### src/rtl/csma_tx_pkg.sv
package csma_tx_pkg;

  typedef enum logic [2:0] {
    ST_IDLE,
    ST_DEFER,
    ST_SEND,
    ST_JAM,
    ST_BACKOFF
  } macState_t;

  // Strobes from control to datapath
  typedef struct packed {
    logic startFrame;   // capture length, clear attempt count
    logic clrBits;      // restart the bit counter
    logic stepBits;     // advance the bit counter
    logic loadBackoff;  // draw a fresh backoff
    logic stepBackoff;  // advance the backoff timer
    logic bumpAttempt;  // one more collision for this frame
    logic inSend;       // data or pad on the wire
    logic onAir;        // own transmitter active
  } ctrlStrobe_t;

  // Conditions reported back by the datapath
  typedef struct packed {
    logic idleOk;
    logic lastBit;
    logic pastSlot;
    logic jamLast;
    logic backoffZero;
    logic finalAttempt;
  } dpFlags_t;

endpackage

### src/rtl/csma_tx_dp.sv
module csma_tx_dp
  import csma_tx_pkg::*;
#(
  parameter int SLOT_BITS     = 512,
  parameter int MIN_BYTES     = 64,
  parameter int MAX_BYTES     = 1518,
  parameter int IFG_BITS      = 96,
  parameter int JAM_BITS      = 32,
  parameter int BACKOFF_LIMIT = 10,
  parameter int ATTEMPT_LIMIT = 16,
  parameter int LEN_W         = 11
) (
  input  logic             clk,
  input  logic             rstN,
  input  logic             bitTick,
  input  logic             carrierSense,
  input  logic [LEN_W-1:0] frameLen,
  input  ctrlStrobe_t      strb,
  output dpFlags_t         flg,
  output logic             padOn
);

  localparam int MIN_BITS = MIN_BYTES * 8;
  localparam int MAX_BITS = MAX_BYTES * 8;
  localparam int BIT_W    = $clog2(MAX_BITS + 1);
  localparam int IDLE_W   = $clog2(IFG_BITS + 1);
  localparam int SLOT_W   = $clog2(SLOT_BITS);
  localparam int ATT_W    = $clog2(ATTEMPT_LIMIT + 1);
  localparam int LFSR_W   = 16;

  logic [BIT_W-1:0]         lenBits, lenLoad, frameBits, bitCnt;
  logic [IDLE_W-1:0]        idleCnt;
  logic [ATT_W-1:0]         attempts, nextAttempts;
  logic [LFSR_W-1:0]        lfsr;
  logic [BACKOFF_LIMIT-1:0] backoffMask, slotsLeft;
  logic [SLOT_W-1:0]        slotBit;
  int                       expoSel;

  // Length capture with clipping to the maximum frame
  always_comb begin
    if (int'(frameLen) > MAX_BYTES) lenLoad = BIT_W'(MAX_BITS);
    else                            lenLoad = BIT_W'(int'(frameLen) * 8);
  end

  always_ff @(posedge clk) begin
    if (!rstN)                lenBits <= '0;
    else if (strb.startFrame) lenBits <= lenLoad;
  end

  assign frameBits = (lenBits < BIT_W'(MIN_BITS)) ? BIT_W'(MIN_BITS) : lenBits;

  // Shared bit counter: frame bits in SEND, jam bits in JAM
  always_ff @(posedge clk) begin
    if (!rstN)              bitCnt <= '0;
    else if (strb.clrBits)  bitCnt <= '0;
    else if (strb.stepBits) bitCnt <= bitCnt + BIT_W'(1);
  end

  assign flg.lastBit  = (bitCnt == frameBits - BIT_W'(1));
  assign flg.pastSlot = (bitCnt >= BIT_W'(MIN_BITS));
  assign flg.jamLast  = (bitCnt == BIT_W'(JAM_BITS - 1));
  assign padOn        = strb.inSend && (bitCnt >= lenBits);

  // Quiet-gap counter, cleared while anyone is on the medium
  always_ff @(posedge clk) begin
    if (!rstN)                                   idleCnt <= '0;
    else if (strb.onAir || carrierSense)         idleCnt <= '0;
    else if (bitTick && idleCnt != IDLE_W'(IFG_BITS)) idleCnt <= idleCnt + IDLE_W'(1);
  end

  assign flg.idleOk = (idleCnt == IDLE_W'(IFG_BITS));

  // Collision count for the current frame
  always_ff @(posedge clk) begin
    if (!rstN)                 attempts <= '0;
    else if (strb.startFrame)  attempts <= '0;
    else if (strb.bumpAttempt) attempts <= nextAttempts;
  end

  assign nextAttempts     = attempts + ATT_W'(1);
  assign flg.finalAttempt = (attempts == ATT_W'(ATTEMPT_LIMIT - 1));

  // Free-running maximal-length LFSR
  always_ff @(posedge clk) begin
    if (!rstN) lfsr <= 16'hACE1;
    else       lfsr <= {lfsr[LFSR_W-2:0], lfsr[15] ^ lfsr[13] ^ lfsr[12] ^ lfsr[10]};
  end

  // Truncated exponential window mask
  assign expoSel = (int'(nextAttempts) < BACKOFF_LIMIT) ? int'(nextAttempts) : BACKOFF_LIMIT;

  for (genvar g = 0; g < BACKOFF_LIMIT; g++) begin : g_mask
    assign backoffMask[g] = (g < expoSel);
  end

  // Backoff timer: slots remaining and bit position within a slot
  always_ff @(posedge clk) begin
    if (!rstN) begin
      slotsLeft <= '0;
      slotBit   <= '0;
    end else if (strb.loadBackoff) begin
      slotsLeft <= lfsr[BACKOFF_LIMIT-1:0] & backoffMask;
      slotBit   <= '0;
    end else if (strb.stepBackoff) begin
      if (slotBit == SLOT_W'(SLOT_BITS - 1)) begin
        slotBit   <= '0;
        slotsLeft <= slotsLeft - BACKOFF_LIMIT'(1);
      end else begin
        slotBit <= slotBit + SLOT_W'(1);
      end
    end
  end

  assign flg.backoffZero = (slotsLeft == '0);

  assert_attempt_bound_R10: assert property (@(posedge clk) disable iff (!rstN)
    attempts <= ATT_W'(ATTEMPT_LIMIT - 1));

  assert_frame_cap_R5: assert property (@(posedge clk) disable iff (!rstN)
    strb.inSend |-> bitCnt < BIT_W'(MAX_BITS));

  assert_backoff_idle_R8: assert property (@(posedge clk) disable iff (!rstN)
    strb.stepBackoff |-> !strb.onAir);

endmodule

### src/rtl/csma_tx_ctrl.sv
module csma_tx_ctrl
  import csma_tx_pkg::*;
(
  input  logic        clk,
  input  logic        rstN,
  input  logic        bitTick,
  input  logic        frameReq,
  input  logic        carrierSense,
  input  logic        collisionDetect,
  input  dpFlags_t    flg,
  output ctrlStrobe_t strb,
  output logic        txEn,
  output logic        jamOn,
  output logic        txDone,
  output logic        txAbortLate,
  output logic        txAbortExcess
);

  macState_t state, nextState;
  logic lateFlag, lateSet;
  logic doneNext, lateNext, excessNext;

  always_comb begin
    nextState   = state;
    strb        = '0;
    strb.inSend = (state == ST_SEND);
    strb.onAir  = (state == ST_SEND) || (state == ST_JAM);
    lateSet     = lateFlag;
    doneNext    = 1'b0;
    lateNext    = 1'b0;
    excessNext  = 1'b0;
    unique case (state)
      ST_IDLE: begin
        if (frameReq) begin
          strb.startFrame = 1'b1;
          strb.clrBits    = 1'b1;
          lateSet         = 1'b0;
          nextState = (flg.idleOk && !carrierSense) ? ST_SEND : ST_DEFER;
        end
      end
      ST_DEFER: begin
        if (flg.idleOk && !carrierSense) begin
          strb.clrBits = 1'b1;
          nextState    = ST_SEND;
        end
      end
      ST_SEND: begin
        if (collisionDetect) begin
          strb.clrBits = 1'b1;
          lateSet      = flg.pastSlot;
          nextState    = ST_JAM;
        end else if (bitTick) begin
          if (flg.lastBit) begin
            doneNext  = 1'b1;
            nextState = ST_IDLE;
          end else begin
            strb.stepBits = 1'b1;
          end
        end
      end
      ST_JAM: begin
        if (bitTick) begin
          if (flg.jamLast) begin
            if (lateFlag) begin
              lateNext  = 1'b1;
              nextState = ST_IDLE;
            end else if (flg.finalAttempt) begin
              excessNext = 1'b1;
              nextState  = ST_IDLE;
            end else begin
              strb.bumpAttempt = 1'b1;
              strb.loadBackoff = 1'b1;
              nextState        = ST_BACKOFF;
            end
          end else begin
            strb.stepBits = 1'b1;
          end
        end
      end
      ST_BACKOFF: begin
        if (flg.backoffZero)  nextState = ST_DEFER;
        else if (bitTick)     strb.stepBackoff = 1'b1;
      end
      default: nextState = ST_IDLE;
    endcase
  end

  always_ff @(posedge clk) begin
    if (!rstN) begin
      state         <= ST_IDLE;
      lateFlag      <= 1'b0;
      txDone        <= 1'b0;
      txAbortLate   <= 1'b0;
      txAbortExcess <= 1'b0;
    end else begin
      state         <= nextState;
      lateFlag      <= lateSet;
      txDone        <= doneNext;
      txAbortLate   <= lateNext;
      txAbortExcess <= excessNext;
    end
  end

  assign txEn  = (state == ST_SEND) || (state == ST_JAM);
  assign jamOn = (state == ST_JAM);

  assert_defer_R3: assert property (@(posedge clk) disable iff (!rstN)
    $rose(txEn) |-> !$past(carrierSense));

  assert_jam_start_R7: assert property (@(posedge clk) disable iff (!rstN)
    (txEn && !jamOn && collisionDetect) |=> jamOn);

  assert_one_status_R12: assert property (@(posedge clk) disable iff (!rstN)
    $onehot0({txDone, txAbortLate, txAbortExcess}));

  assert_done_clean_R5: assert property (@(posedge clk) disable iff (!rstN)
    txDone |-> (!txEn && $past(txEn) && !$past(jamOn)));

  assert_late_after_jam_R9: assert property (@(posedge clk) disable iff (!rstN)
    txAbortLate |-> $past(jamOn));

endmodule

### src/rtl/csma_tx_mac.sv
module csma_tx_mac
  import csma_tx_pkg::*;
#(
  parameter int SLOT_BITS     = 512,
  parameter int MIN_BYTES     = 64,
  parameter int MAX_BYTES     = 1518,
  parameter int IFG_BITS      = 96,
  parameter int JAM_BITS      = 32,
  parameter int BACKOFF_LIMIT = 10,
  parameter int ATTEMPT_LIMIT = 16,
  parameter int LEN_W         = 11
) (
  input  logic             clk,
  input  logic             rstN,
  input  logic             bitTick,
  input  logic             frameReq,
  input  logic [LEN_W-1:0] frameLen,
  input  logic             carrierSense,
  input  logic             collisionDetect,
  output logic             txEn,
  output logic             jamOn,
  output logic             padOn,
  output logic             txDone,
  output logic             txAbortLate,
  output logic             txAbortExcess
);

  ctrlStrobe_t strb;
  dpFlags_t    flg;

  csma_tx_ctrl u_ctrl (
    .clk            (clk),
    .rstN           (rstN),
    .bitTick        (bitTick),
    .frameReq       (frameReq),
    .carrierSense   (carrierSense),
    .collisionDetect(collisionDetect),
    .flg            (flg),
    .strb           (strb),
    .txEn           (txEn),
    .jamOn          (jamOn),
    .txDone         (txDone),
    .txAbortLate    (txAbortLate),
    .txAbortExcess  (txAbortExcess)
  );

  csma_tx_dp #(
    .SLOT_BITS    (SLOT_BITS),
    .MIN_BYTES    (MIN_BYTES),
    .MAX_BYTES    (MAX_BYTES),
    .IFG_BITS     (IFG_BITS),
    .JAM_BITS     (JAM_BITS),
    .BACKOFF_LIMIT(BACKOFF_LIMIT),
    .ATTEMPT_LIMIT(ATTEMPT_LIMIT),
    .LEN_W        (LEN_W)
  ) u_dp (
    .clk         (clk),
    .rstN        (rstN),
    .bitTick     (bitTick),
    .carrierSense(carrierSense),
    .frameLen    (frameLen),
    .strb        (strb),
    .flg         (flg),
    .padOn       (padOn)
  );

endmodule

### config.mk
export PLATFORM = sky130hd
export DESIGN_NAME = csma_tx_mac
export DESIGN_NICKNAME = d
export VERILOG_FILES = /design/src/rtl/csma_tx_pkg.sv /design/src/rtl/csma_tx_dp.sv /design/src/rtl/csma_tx_ctrl.sv /design/src/rtl/csma_tx_mac.sv
export SDC_FILE = /design/constraint.sdc
export NUM_CORES = 1
export LEC_CHECK = 0
export CAP_MARGIN = 10
export CORE_ASPECT_RATIO = 0.7
export CORE_MARGIN = 10
export CORE_UTILIZATION = 30
export DETAILED_ROUTE_END_ITERATION = 7
export HOLD_SLACK_MARGIN = 0.03
export PLACE_DENSITY = 0.47
export RECOVER_POWER = 25
export SLEW_MARGIN = 30
export SYNTH_ARGS = -nofsm -noshare
export SYNTH_HDL_FRONTEND = slang
export SYNTH_HIERARCHICAL = 1
export SYNTH_SLANG_ARGS = --single-unit
### constraint.sdc
create_clock -name clk -period 3.8 [get_ports clk]
set_input_delay 0.38 -clock clk [delete_from_list [all_inputs] [get_ports clk]]
set_output_delay 0.38 -clock clk [all_outputs]
set_load 0.05 [all_outputs]
# --- Word level (Yosys, flattened, before mapping) ---
# Index checks and enable logic that the tools add are counted.
totals:
  reg_bits: 82
  input_bits: 17
  output_inout_bits: 6
  elab_cells: 126
op_classes:
  n_addsub: 6
  magnitude_cmp: 15
  n_eq_ne: 18
  n_mux: 45
  bitwise: 9
  n_reduce_logical: 21
op_table:
  columns: ["op", "n"]
  rows:
  - ["< comparator 4 x 32 -> 1 bit (first input constant)", 4]
  - ["< comparator 3 x 32 -> 1 bit (first input constant)", 2]
  - ["< comparator 5 x 32 -> 1 bit (first input constant)", 2]
  - ["< comparator 1 x 32 -> 1 bit (first input constant)", 1]
  - ["< comparator 2 x 32 -> 1 bit (first input constant)", 1]
  - ["two-way mux 10 bit", 3]
  - ["two-way mux 3 bit", 10]
  - ["two-way mux 14 bit", 2]
  - ["two-way mux 1 bit", 21]
  - ["case mux 3 bit (5 select lines)", 1]
  - ["adder 14 x 1 -> 14 bit (second input constant)", 1]
  - ["== test 14 bit", 1]
  - ["== test 14 x 5 -> 1 bit (second input constant)", 1]
  - [">= comparator 14 x 10 -> 1 bit (second input constant)", 1]
  - [">= comparator 14 bit", 1]
  - ["< comparator 14 x 10 -> 1 bit (second input constant)", 1]
  - ["subtractor 14 x 1 -> 14 bit (second input constant)", 1]
  - ["> comparator 11 bit (second input constant)", 1]
  - ["AND 10 bit", 1]
  - ["zero test 10 bit", 1]
  - ["subtractor 10 x 1 -> 10 bit (second input constant)", 1]
  - ["adder 9 x 1 -> 9 bit (second input constant)", 1]
  - ["== test 9 bit (second input constant)", 1]
  - ["two-way mux 9 bit", 1]
  - ["other kinds (30)", 53]

# --- Longest topological paths before layout ---
# Gate-level depths: netlist of run 1.
logic_depth:
  depth_word: 8
  depth_mapped: 20
  depth_no_buf: 17

# --- Cells and area by module ---
# Netlist of run 1, hierarchy kept.
modules_own_cells:
  columns: ["module", "n_inst", "cells_each", "area_each_um2", "seq_area_each_um2"]
  rows:
  - ["csma_tx_dp", 1, 461, 3946.3, 1441.4]
  - ["csma_tx_ctrl", 1, 53, 481.7, 140.1]

# --- Least setup slack after synthesis of run 1 ---
# OpenSTA, ideal clock, no wires.
synth_timing:
  kind: "register -> register"
  startpoint: "register u_dp.lenBits[13]"
  endpoint: "register u_dp.bitCnt[12]"
  setup_ns: 0.128
  t_arrival_ns: 3.572
  required_time_ns: 3.672
  setup_slack_ns: 0.100
  stages_incl_launch_ff: 20
  path_buffers: 2
  period_less_slack_ns: 3.700
  cell_sequence: "dfxtp_1 > nor4_2 > nand2_1 > nand2_1 > ha_1 > clkbuf_1 > nand2_1 > mux2_1 > o22ai_1 > xor2_2 > o2111ai_1 > a2111oi_2 > o31ai_1 > and3_1 > clkbuf_1 > and3_1 > and3_1 > nand3_1 > xor2_1 > nor2_1"
synth_rtl:
  columns: ["element", "line", "source"]
  rows:
  - ["start, declared", "csma_tx_dp.sv:31", "logic [BIT_W-1:0] lenBits, lenLoad, frameBits, bitCnt;"]
  - ["start signal, assigned", "csma_tx_dp.sv:47", "else if (strb.startFrame) lenBits <= lenLoad;"]
  - ["end signal, assigned", "csma_tx_dp.sv:56", "else if (strb.stepBits) bitCnt <= bitCnt + BIT_W'(1);"]
  - ["end, declared", "csma_tx_dp.sv:31", null]

# --- Worst setup path in the final report of run 1 ---
layout_timing:
  startpoint: "register u_dp.lenBits[7]"
  endpoint: "output padOn"
layout_via:
  elab_chain_len: 2
layout_lines:
  columns: ["element", "line", "source"]
  rows:
  - [">= comparator 14 bit", "csma_tx_dp.sv:62", "assign padOn = strb.inSend && (bitCnt >= lenBits);"]
  - ["logical AND 1 bit", "csma_tx_dp.sv:62", null]
  - ["end, declared", "csma_tx_mac.sv:22", "output logic padOn,"]
# Every way passes these cells.

==> metrics.txt, run 1 <==
run status complete, but fails checks; violated checks capacitance limit, slew limit; synth top area cells dfxtp_1, ha_1, xor2_1, nand2_1, nor2_1; Tmin final approximately 3.5 ns; deepest clock path buffer count 2; Num CTS Buffers 9; CP max-delay cell clkdlybuf4s50_1; Non-Filler Instances around 730; Synth Register Bits between 70 and 80; RR Endpoint u_dp/bitCnt[13]; Slew Limit Fails 42; clk sink count 79; clk root buf clkbuf_16; die height between 100 and 150 um; Crit Path Max Fanout 5; Cell variety after synth 69; first-pass GRT wire length around 18000 um; slew of the pin with the lowest slew margin around 1.6 ns; Layout area overhead 16.33%; WL/cell ~14 um; worst r2r src u_dp/lenBits[13]; Place WS 0.2093 ns; RSZ-0062 raised after global routing no; layout cell share with drive strength beyond 1 8.922%; Clock transition at path regs about 0.060 ns; DRT Pass-1 Iters 4; ANT nets after route 0; setup violators final 0; clock latency on the worst-skew pair approximately 0.33 ns; Vias/cell around 5; DR DRC count 0; hold path depth 1; Fillers 1523; worst min path class reg -> reg; CTS tree built; cell count after placement just over 700; Initial Util 30.36%; Crit path largest cell delay between 0.8 and 0.9 ns; largest net degree at the start of global routing 42; Mapped Area approximately 4400 um^2; Hold EP u_dp/lfsr[15]; Total GRT Usage about 11%; DP HPWL roughly 7700 um; Final Power approximately 2.5 mW; Synth top area share between 30% and 40%; Mapped Cells about 500; min-delay src u_dp/lfsr[14]; setup TNS 0 ns; fin crit share 92.46%; Die X 165.2 um; Hold Buf Count CTS 0; via count 3603; crit path capture type output pin; Ports 23; pwr dens roughly 490 nW/um^2; NumNets Final 571; register area share after synthesis a little over a third; worst setup margin roughly 0.29 ns; async set-reset flop share out of synthesis 0%; die area between 20000 and 25000 um^2; total grt overflow 0; initial antenna violation count 0; Fin. Hold Viols 0; CP most frequent cell a21oi_1; Port Buffers 22; diodes inserted 0; Main synth FF type dfxtp_1; max-cap violations 1; total wire length just over 10000 um; Final Util 35.32%; CP startpoint kind flop; R2R cell count 13; Core ar. around 15000 um^2; Synthesized Nets about 550; critical-path cell list inv_1, ha_1, nand4_1, nor3b_1, a221o_1, a21oi_1, a21o_1, a21oi_1, clkdlybuf4s50_1; Worst EP required between 3 and 4 ns; Yosys Warn Count 6; leakage power 1.973 nW; max_slew headroom -6.028%; vias in the first global route 3434; Crit Path Category reg -> out; FP Rows 37; FF-to-FF setup slack ~0.34 ns; CP Data Arrival Time 3.13 ns; Avg Inst Size Synth ~8.6 um^2; IR Drop Worst-Case VDD roughly 220 uV; fmax 284.6 MHz; Setup Skew 0.007063 ns; Placer Congestion ~0.84; H-tree levels 3; number of flops mapped to enable cells by yosys 0; largest area contributor in the netlist dfxtp_1; Initial DRC Count 234
## power by group
group          internal (mW)  total, mW  switching [mW]
sequential             0.877      0.955          0.0787
clock                  0.577      0.913           0.336
combinational          0.280      0.636           0.356
## per-layer routing
layer  wire length (um)  track usage, %  vias up
met2               3970           14.50       50
li1                   -               -     1840
met4                 47           2.042        0
met3                471           3.101        5
met5                  0               0        -
met1               5853           16.57     1708
## logic make-up (layout without fill, tap and decap cells)
| family | count (synthesis) | in the layout | share of synthesized area [%] |
|---|---|---|---|
| compound gates | 98 | 98 | 15.51 |
| xor+xnor | 42 | 42 | 8.477 |
| fa+ha+maj | 21 | 21 | 5.934 |
| flops | 79 | 79 | 35.72 |
| simple gates | 215 | 215 | 26.48 |
| buf+inv | 49 | 73 | 5.595 |
| mux | 10 | 10 | 2.289 |
## flip-flops by register name, indices dropped and copies added (netlist names)
signal and flops:
u_dp/slotBit 9, u_dp/lenBits 11, u_dp/idleCnt 7, u_ctrl/state 3
u_dp/bitCnt 14, u_dp/attempts 5, u_dp/lfsr 16, u_dp/slotsLeft 10
u_ctrl/txAbortLate 1, u_ctrl/txAbortExcess 1, u_ctrl/txDone 1, u_ctrl/lateFlag 1
## synthesized netlist by cell type, types with 4 or more instances
cell,instances
nor2_1,48
a31oi_1,4
clkbuf_1,16
o21a_1,4
a21oi_1,23
and3_1,9
and2_1,18
or3_1,8
xor2_1,24
inv_1,24
nand4_1,13
o21ai_0,20
buf_6,4
a211oi_1,4
nor3b_1,4
nor2b_1,6
mux2i_1,9
nand2_1,48
nand2b_1,16
xnor2_1,17
o211a_1,5
nor3_1,6
o22ai_1,4
o221a_2,7
ha_1,21
nand3_1,14
dfxtp_1,79
## layout make-up
class	instances	area [um^2]	area share, %
multi-input cells	386	2624	50.94
flip-flops and latches	79	1583	30.73
repair buffers	32	291.5	5.659
well taps	195	244.0	4.736
clock buffers	11	232.7	4.518
inverters	25	93.84	1.822
clock inverters	5	82.58	1.603
## worst max path at each step
stage,slack [ns],from,end,cells past startpoint
2_1_floorplan,0.1,u_dp/lenBits[13],u_dp/bitCnt[12],19
3_3_place_gp,0.30,u_dp/lenBits[10],u_dp/bitCnt[10],17
6_report,0.29,u_dp/lenBits[7],padOn,9
3_5_place_dp,0.21,u_dp/lenBits[10],u_dp/bitCnt[12],17
5_1_grt,0.03,u_dp/lenBits[13],u_dp/bitCnt[13],13
4_1_cts,0.19,u_dp/lenBits[10],u_dp/bitCnt[12],17
## what timing repair did
item | in CTS | in global routing
buffers inserted | 0 | 2
hold endpoints to repair | 0 | 0
resized for setup | 0 | 5
endpoints found under the setup margin | 0 | 7
## cells in the final DEF, fill, tap and decap left out, types with 5 or more instances in the layout
cell type and count:
dfxtp_1 78, nor2_1 48, nand2_1 47, inv_1 24
xor2_1 24, a21oi_1 23, ha_1 21, clkdlybuf4s50_1 20
o21ai_0 20, xnor2_1 17, nand2b_1 16, and2_1 14
nand3_1 14, nand4_1 13, clkbuf_16 9, buf_4 9
and3_1 9, mux2i_1 9, or3_1 8, o221a_2 7
nor3_1 6, nor2b_1 6, o211a_1 5
## stage by stage
stage	hold slack (ns)	instance area, um^2
after global routing	0.4533	5151
after global placement	0.3904	4798
final	0.4063	5151
after floorplan	0.3863	4428
after detailed placement	0.3936	4798
after CTS	0.4090	5114
## worst max-delay path: cells and delay by family, from the launching register on
| kind | cells | cell delay, ns |
|---|---|---|
| buffers and inverters | 2 | 1.02 |
| AO/OA/AOI/OAI | 4 | 0.72 |
| flip-flops | 1 | 0.44 |
| adder cells (fa/ha/maj) | 1 | 0.32 |
| AND/OR/NAND/NOR | 2 | 0.30 |
(Power assumes the default switching activity.)
==> run 2: changes to the inputs <==
--- a/config.mk
+++ b/config.mk
@@ -10,9 +10,10 @@
 export CORE_MARGIN = 10
 export CORE_UTILIZATION = 30
 export DETAILED_ROUTE_END_ITERATION = 7
+export GPL_ROUTABILITY_DRIVEN = 0
 export HOLD_SLACK_MARGIN = 0.03
 export PLACE_DENSITY = 0.47
-export RECOVER_POWER = 25
+export RECOVER_POWER = 100
 export SLEW_MARGIN = 30
 export SYNTH_ARGS = -nofsm -noshare
 export SYNTH_HDL_FRONTEND = slang
==> constraint.sdc (replaced) <==
create_clock -name clk -period 2.9 [get_ports clk]
set_input_delay 0.29 -clock clk [delete_from_list [all_inputs] [get_ports clk]]
set_output_delay 0.29 -clock clk [all_outputs]
set_load 0.05 [all_outputs]
==> metrics.txt, run 2 (synthesized netlist as in run 1, its figures left out) <==
setup violators final 16 (+16); Initial DRC Count 247 (+5.6%); leakage power 2.182 nW (+11%); via count 3789 (+5.2%); crit path capture type flop; die height 121.6 um (unchanged); Num CTS Buffers 9 (unchanged); pwr dens 641.6 nW/um^2 (+32%); clock latency on the worst-skew pair 0.34 ns (about the same); Layout area overhead 25.83%; FP Rows 37 (unchanged); WL/cell 14.39 um (+2.0%); Fin. Hold Viols 0 (unchanged); RSZ-0062 raised after global routing yes; hold path depth 1 (unchanged); R2R cell count 17 (+4); total grt overflow 0 (unchanged); Die X 165.2 um (unchanged); most common cell after layout, fill and taps aside dfxtp_1; Switch Pwr 1.141 mW (+48%); Hold WS 0.4141 ns (+0.007735 ns); max_slew headroom 9.929% (+16 points); fin crit share 113.3%; Top Registers u_dp/lfsr: 16 flops, u_dp/bitCnt: 14 flops, u_dp/lenBits: 11 flops; Sw Ratio 31.92% (+1.2 points); first-pass GRT wire length 18570 um (+4.5%); number of flip-flops in the largest register 16 (unchanged); deepest clock path buffer count 2 (unchanged); DP HPWL 8137 um (+5.5%); vias in the first global route 3686 (+7.3%); Port Buffers 22 (unchanged); H-tree levels 3 (unchanged); ANT nets after route 0 (unchanged); violated checks setup timing; clk sink count 79 (unchanged); Comb pwr share 33.1% (+7.7 points); Final Instance Area 5572 um^2 (+8.2%); worst setup margin -0.3857 ns (-0.6725 ns); Tmin final about 3.3 ns; largest net degree at the start of global routing 37 (-12%); total wire length 11080 um (+7.1%); Total GRT Usage 11.44% (+0.61 points); layout cell share with drive strength beyond 1 19.13% (+10 points); Crit Path Max Fanout 5 (unchanged); CP Data Arrival Time 3.49 ns (+0.36 ns); CP startpoint kind flop; worst min path class reg -> reg; DR DRC count 0 (unchanged); NumNets Final 608 (+6.5%); clk root buf clkbuf_16; Crit Path Category reg -> reg; Core ar. 14580 um^2 (unchanged); die area 20100 um^2 (unchanged); diodes inserted 0 (unchanged); clock share of power 32.7% (-3.8 points); Ports 23 (unchanged); slew of the pin with the lowest slew margin 1.351 ns (-0.2394 ns); Reg with most FFs u_dp/lfsr; CTS tree built; Cell Area, Placed 5046 um^2 (+5.2%); run status complete, but fails checks; IR Drop Worst-Case VDD 275.7 uV (+23%); Worst EP required 3.10 ns (-0.32 ns); most frequent cells in the layout dfxtp_1, nor2_1, buf_4, nand2_1; fmax between 300 and 400 MHz; max-cap violations 0 (-1); Seq pwr share 34.2% (-3.9 points); initial antenna violation count 0 (unchanged); setup TNS -3.796 ns (-3.796 ns); Clock transition at path regs 0.06 ns (about the same); Internal Power 2.434 mW (+40%); Initial Util 30.36% (unchanged); Slew Limit Fails 0 (-100%); DRT Pass-1 Iters 5 (+1); Vias/cell 4.921 (+0.11%); Setup Skew 0.008861 ns (+0.001799 ns); Final Power 3.575 mW (+43%)
==> run 2: changes by cell type in the layout (fill, tap and decap cells not counted), sizes merged <==
cell,before,now
inv,25,26
bufinv,2,1
clkinvlp,0,1
clkbuf,12,11
dlygate4sd3,2,1
buf,9,47
==> run 2: layout make-up <==
| cell class | count | area, um^2 |
|---|---|---|
| Clock inverter | 6 | 68.82 |
| Timing Repair Buffer | 69 | 590.6 |
| Sequential cell | 79 | 1584 |
| Multi-Input combinational cell | 386 | 2751 |
| Inverter | 25 | 93.84 |
| Fill cell | 1457 | 9011 |
| Clock buffer | 10 | 239.0 |
| Tap cell | 195 | 244.0 |
==> run 2: metal layers <==
layer	part of all wire [%]	vias up	global-route usage (%)
li1	-	1915	-
met4	0.85	0	2.649
met1	54	1787	16.59
met3	4.7	9	3.033
met2	41	78	16.43
met5	0	-	0
==> run 2: power by group through the flow <==
stage / sequential, mW / clock (mW) / combinational [mW]
after global placement: 1.24 / 0 / 0.979
after floorplan: 1.23 / 0 / 0.691
after global routing: 1.23 / 1.25 / 1.29
after detailed placement: 1.25 / 0 / 0.979
final: 1.22 / 1.17 / 1.18
after CTS: 1.22 / 1.21 / 1.15
==> run 2: worst max-delay path, cell delays in order, from the launching register on <==
cell and delay, ns:
dfxtp_2 0.34, nor4_4 0.31, nand2_2 0.12, nand2_2 0.10, ha_4 0.16, nand2_2 0.04, mux2_4 0.26, o22ai_4 0.17
xor2_2 0.18, o2111ai_2 0.17, a2111oi_4 0.38, o31ai_2 0.09, and3_1 0.19, and3_4 0.15, nand4_1 0.17, buf_4 0.15
xor2_1 0.13, nor2_1 0.05
==> run 2: path summary, 6_finish.rpt <==
| kind | start | to | slack [ns] |
|---|---|---|---|
| worst min register to register | u_dp/lfsr[14] | u_dp/lfsr[15] | 0.41 |
| worst min-delay path | u_dp/lfsr[14] | u_dp/lfsr[15] | 0.41 |
| worst max-delay path | u_dp/lenBits[10] | u_dp/bitCnt[9] | -0.39 |
| worst max register to register | u_dp/lenBits[10] | u_dp/bitCnt[9] | -0.39 |
==> run 2: what timing repair did <==
item,CTS,global route
hold buffers,0,0
resized for setup,22,5
setup endpoints to repair,16,32
pin swaps,20,3
setup buffers,11,2
==> run 2: stage by stage <==
step	instances	utilization [%]	worst slack (ns)
2_1_floorplan	514	-	-0.4340
3_3_place_gp	742	34.60	-0.4228
3_5_place_dp	742	34.60	-0.5534
4_1_cts	768	37.98	-0.3391
5_1_grt	770	38.21	-0.5758
6_report	770	38.21	-0.3857
==> run 3: changes to the inputs <==
--- a/config.mk
+++ b/config.mk
@@ -14,6 +14,7 @@
 export HOLD_SLACK_MARGIN = 0.03
 export PLACE_DENSITY = 0.47
 export RECOVER_POWER = 100
+export SETUP_SLACK_MARGIN = 0.5
 export SLEW_MARGIN = 30
 export SYNTH_ARGS = -nofsm -noshare
 export SYNTH_HDL_FRONTEND = slang
==> constraint.sdc (replaced) <==
create_clock -name clk -period 2.9 [get_ports clk]
set_input_delay 0.29 -clock clk [delete_from_list [all_inputs] [get_ports clk]]
set_output_delay 0.29 -clock clk [all_outputs]
set_load 0.01 [all_outputs]
==> metrics.txt, run 3 (synthesized netlist as in run 1, its figures left out) <==
Sw Ratio 31.76% (-0.16 points); die area 20100 um^2 (unchanged); CP Data Arrival Time 3.40 ns (-0.09 ns); DP HPWL 8492 um (+4.4%); slew of the pin with the lowest slew margin 0.8268 ns (-0.5242 ns); worst r2r src u_dp/lenBits[12]; Worst EP required 3.12 ns (+0.02 ns); run status complete, but fails checks; deepest clock path buffer count 2 (unchanged); CP startpoint kind flop; Ports 23 (unchanged); Cell Area, Placed 5076 um^2 (+0.60%); total grt overflow 0 (unchanged); leakage power 2.251 nW (+3.2%); DR DRC count 0 (unchanged); DRT Pass-1 Iters 4 (-1); Die X 165.2 um (unchanged); clk sink count 79 (unchanged); Setup Skew 0.005834 ns (-0.003027 ns); Tmin final 3.186 ns (-0.09998 ns); R2R cell count 17 (unchanged); layout cell share with drive strength beyond 1 25.26% (+6.1 points); worst min path class reg -> reg; Total GRT Usage 12.00% (+0.56 points); violated checks setup timing; setup violators final 16 (unchanged); cell count after placement 743 (+0.13%); Crit Path Category reg -> reg; Crit path largest cell delay 0.33 ns (-0.05 ns); clock share of power 32.7% (about the same); vias in the first global route 3737 (+1.4%); clk root buf clkbuf_16; Critical Path End u_dp/bitCnt[10]; Internal Power 2.406 mW (-1.1%); clock latency on the worst-skew pair 0.35 ns (about the same); total wire length 11810 um (+6.6%); Top Registers u_dp/lfsr: 16 flops, u_dp/bitCnt: 14 flops, u_dp/lenBits: 11 flops; Hold Buf Count CTS 0 (unchanged); ANT nets after route 0 (unchanged); number of flip-flops in the largest register 16 (unchanged); Crit path max-delay family simple AND/OR/NAND/NOR gates; Crit Path Max Fanout 4 (-1); Num CTS Buffers 9 (unchanged); Port Buffers 22 (unchanged); NumNets Final 619 (+1.8%); via count 3816 (+0.71%); worst setup margin -0.2858 ns (+0.09998 ns); FP Rows 37 (unchanged); CTS tree built; H-tree levels 3 (unchanged); Final Instance Area 5777 um^2 (+3.7%); CP max-delay cell dfxtp_2; die height 121.6 um (unchanged); crit path capture type flop; Non-Filler Instances 781 (+1.4%); most common cell after layout, fill and taps aside dfxtp_1; largest net degree at the start of global routing 29 (-22%); Fillers 1456 (-0.069%); Critical Path Stages 17 (unchanged); max-cap violations 0 (unchanged); pwr dens 610.5 nW/um^2 (-4.9%); first-pass GRT wire length 19220 um (+3.5%); Switch Pwr 1.120 mW (-1.8%); initial antenna violation count 0 (unchanged); diodes inserted 0 (unchanged); fmax 313.9 MHz (+3.1%); buffers plus inverters on the worst setup path 0 (-1); RSZ-0062 raised after global routing yes; most frequent cells in the layout dfxtp_1, nor2_1, buf_4, nand2_1, xor2_1; Vias/cell 4.886 (-0.71%); Core ar. 14580 um^2 (unchanged); Crit. Startpoint u_dp/lenBits[12]; Seq pwr share 34.8% (+0.6 points); Reg with most FFs u_dp/lfsr; WL/cell 15.12 um (+5.1%); Initial Util 30.36% (unchanged); Slew Limit Fails 0 (unchanged); Clock transition at path regs 0.06 ns (about the same); FF-to-FF setup slack -0.29 ns (+0.10 ns); Fin. Hold Viols 0 (unchanged); Layout area overhead 30.46%; fin crit share 109.9% (-3.4 points); IR Drop Worst-Case VDD 289.6 uV (+5.0%); max_slew headroom 44.88% (+35 points); critical-path cell list nor4_4, nand2_2, nand2_2, ha_4, nand2_1, mux2_4, o22ai_4, xor2_2, o2111ai_2, a2111oi_4, o31ai_1, and3_1, and3_4, and3_4, nand3_2, xor2_1, nor2_1; RR Endpoint u_dp/bitCnt[10]; min-delay src u_dp/lfsr[14]; Initial DRC Count 162 (-34%); Comb pwr share 32.5% (-0.6 points)
[run 3: timing repair]
item / 4_1_cts / 5_1_grt
gates resized for setup: 50 / 28
gates cloned: 1 / 1
pin swaps: 23 / 15
endpoints found under the setup margin: 34 / 40
endpoints found under the hold margin: 0 / 0
buffers inserted: 13 / 7
[run 3: final cells by class]
type	instances	area [um^2]	area share, %
Sequential cell	79	1595	27.62
Timing Repair Buffer	79	645.6	11.18
Tap cell	195	244.0	4.224
Inverter	25	96.34	1.668
Clock buffer	10	239.0	4.137
Multi-Input combinational cell	387	2897	50.14
Clock inverter	6	60.06	1.040
[run 3: per-layer routing]
| metal | part of all wire (%) | GRT usage [%] | wire length, um | vias to the layer above |
|---|---|---|---|---|
| met2 | 41 | 16.08 | 4801 | 62 |
| li1 | - | - | - | 1948 |
| met1 | 53 | 17.47 | 6284 | 1790 |
| met3 | 4.4 | 3.269 | 519 | 16 |
| met5 | 0 | 0 | 0 | - |
| met4 | 1.7 | 5.022 | 206 | 0 |
[run 3: through the flow]
step / util [%] / hold slack, ns / power (mW) / worst slack (ns) / TNS (ns)
3_3_place_gp: 34.81 / 0.3949 / 2.181 / -0.3762 / -3.499
5_1_grt: 39.61 / 0.4488 / 3.722 / -0.5346 / -7.244
4_1_cts: 38.85 / 0.4133 / 3.504 / -0.2606 / -2.587
3_5_place_dp: 34.81 / 0.3997 / 2.185 / -0.5064 / -4.778
2_1_floorplan: - / 0.3863 / 1.900 / -0.4335 / -3.095
6_report: 39.61 / 0.4121 / 3.527 / -0.2858 / -3.021
[run 3: worst min-delay path by stage]
stage | to | slack (ns) | depth (start not counted)
final | u_dp/lfsr[15] | 0.41 | 1
after global routing | u_dp/lfsr[15] | 0.45 | 1
after CTS | u_dp/lfsr[15] | 0.41 | 1
after detailed placement | u_dp/lfsr[15] | 0.40 | 1
after global placement | u_dp/lfsr[15] | 0.39 | 1
after floorplan | u_dp/lfsr[15] | 0.39 | 1
[run 3: power groups by stage]
stage | logic [mW] | registers (mW) | clock network, mW
global route | 1.25 | 1.24 | 1.24
finish | 1.15 | 1.23 | 1.15
detailed placement | 0.941 | 1.24 | 0
global placement | 0.936 | 1.25 | 0
CTS | 1.08 | 1.23 | 1.20
floorplan | 0.669 | 1.23 | 0
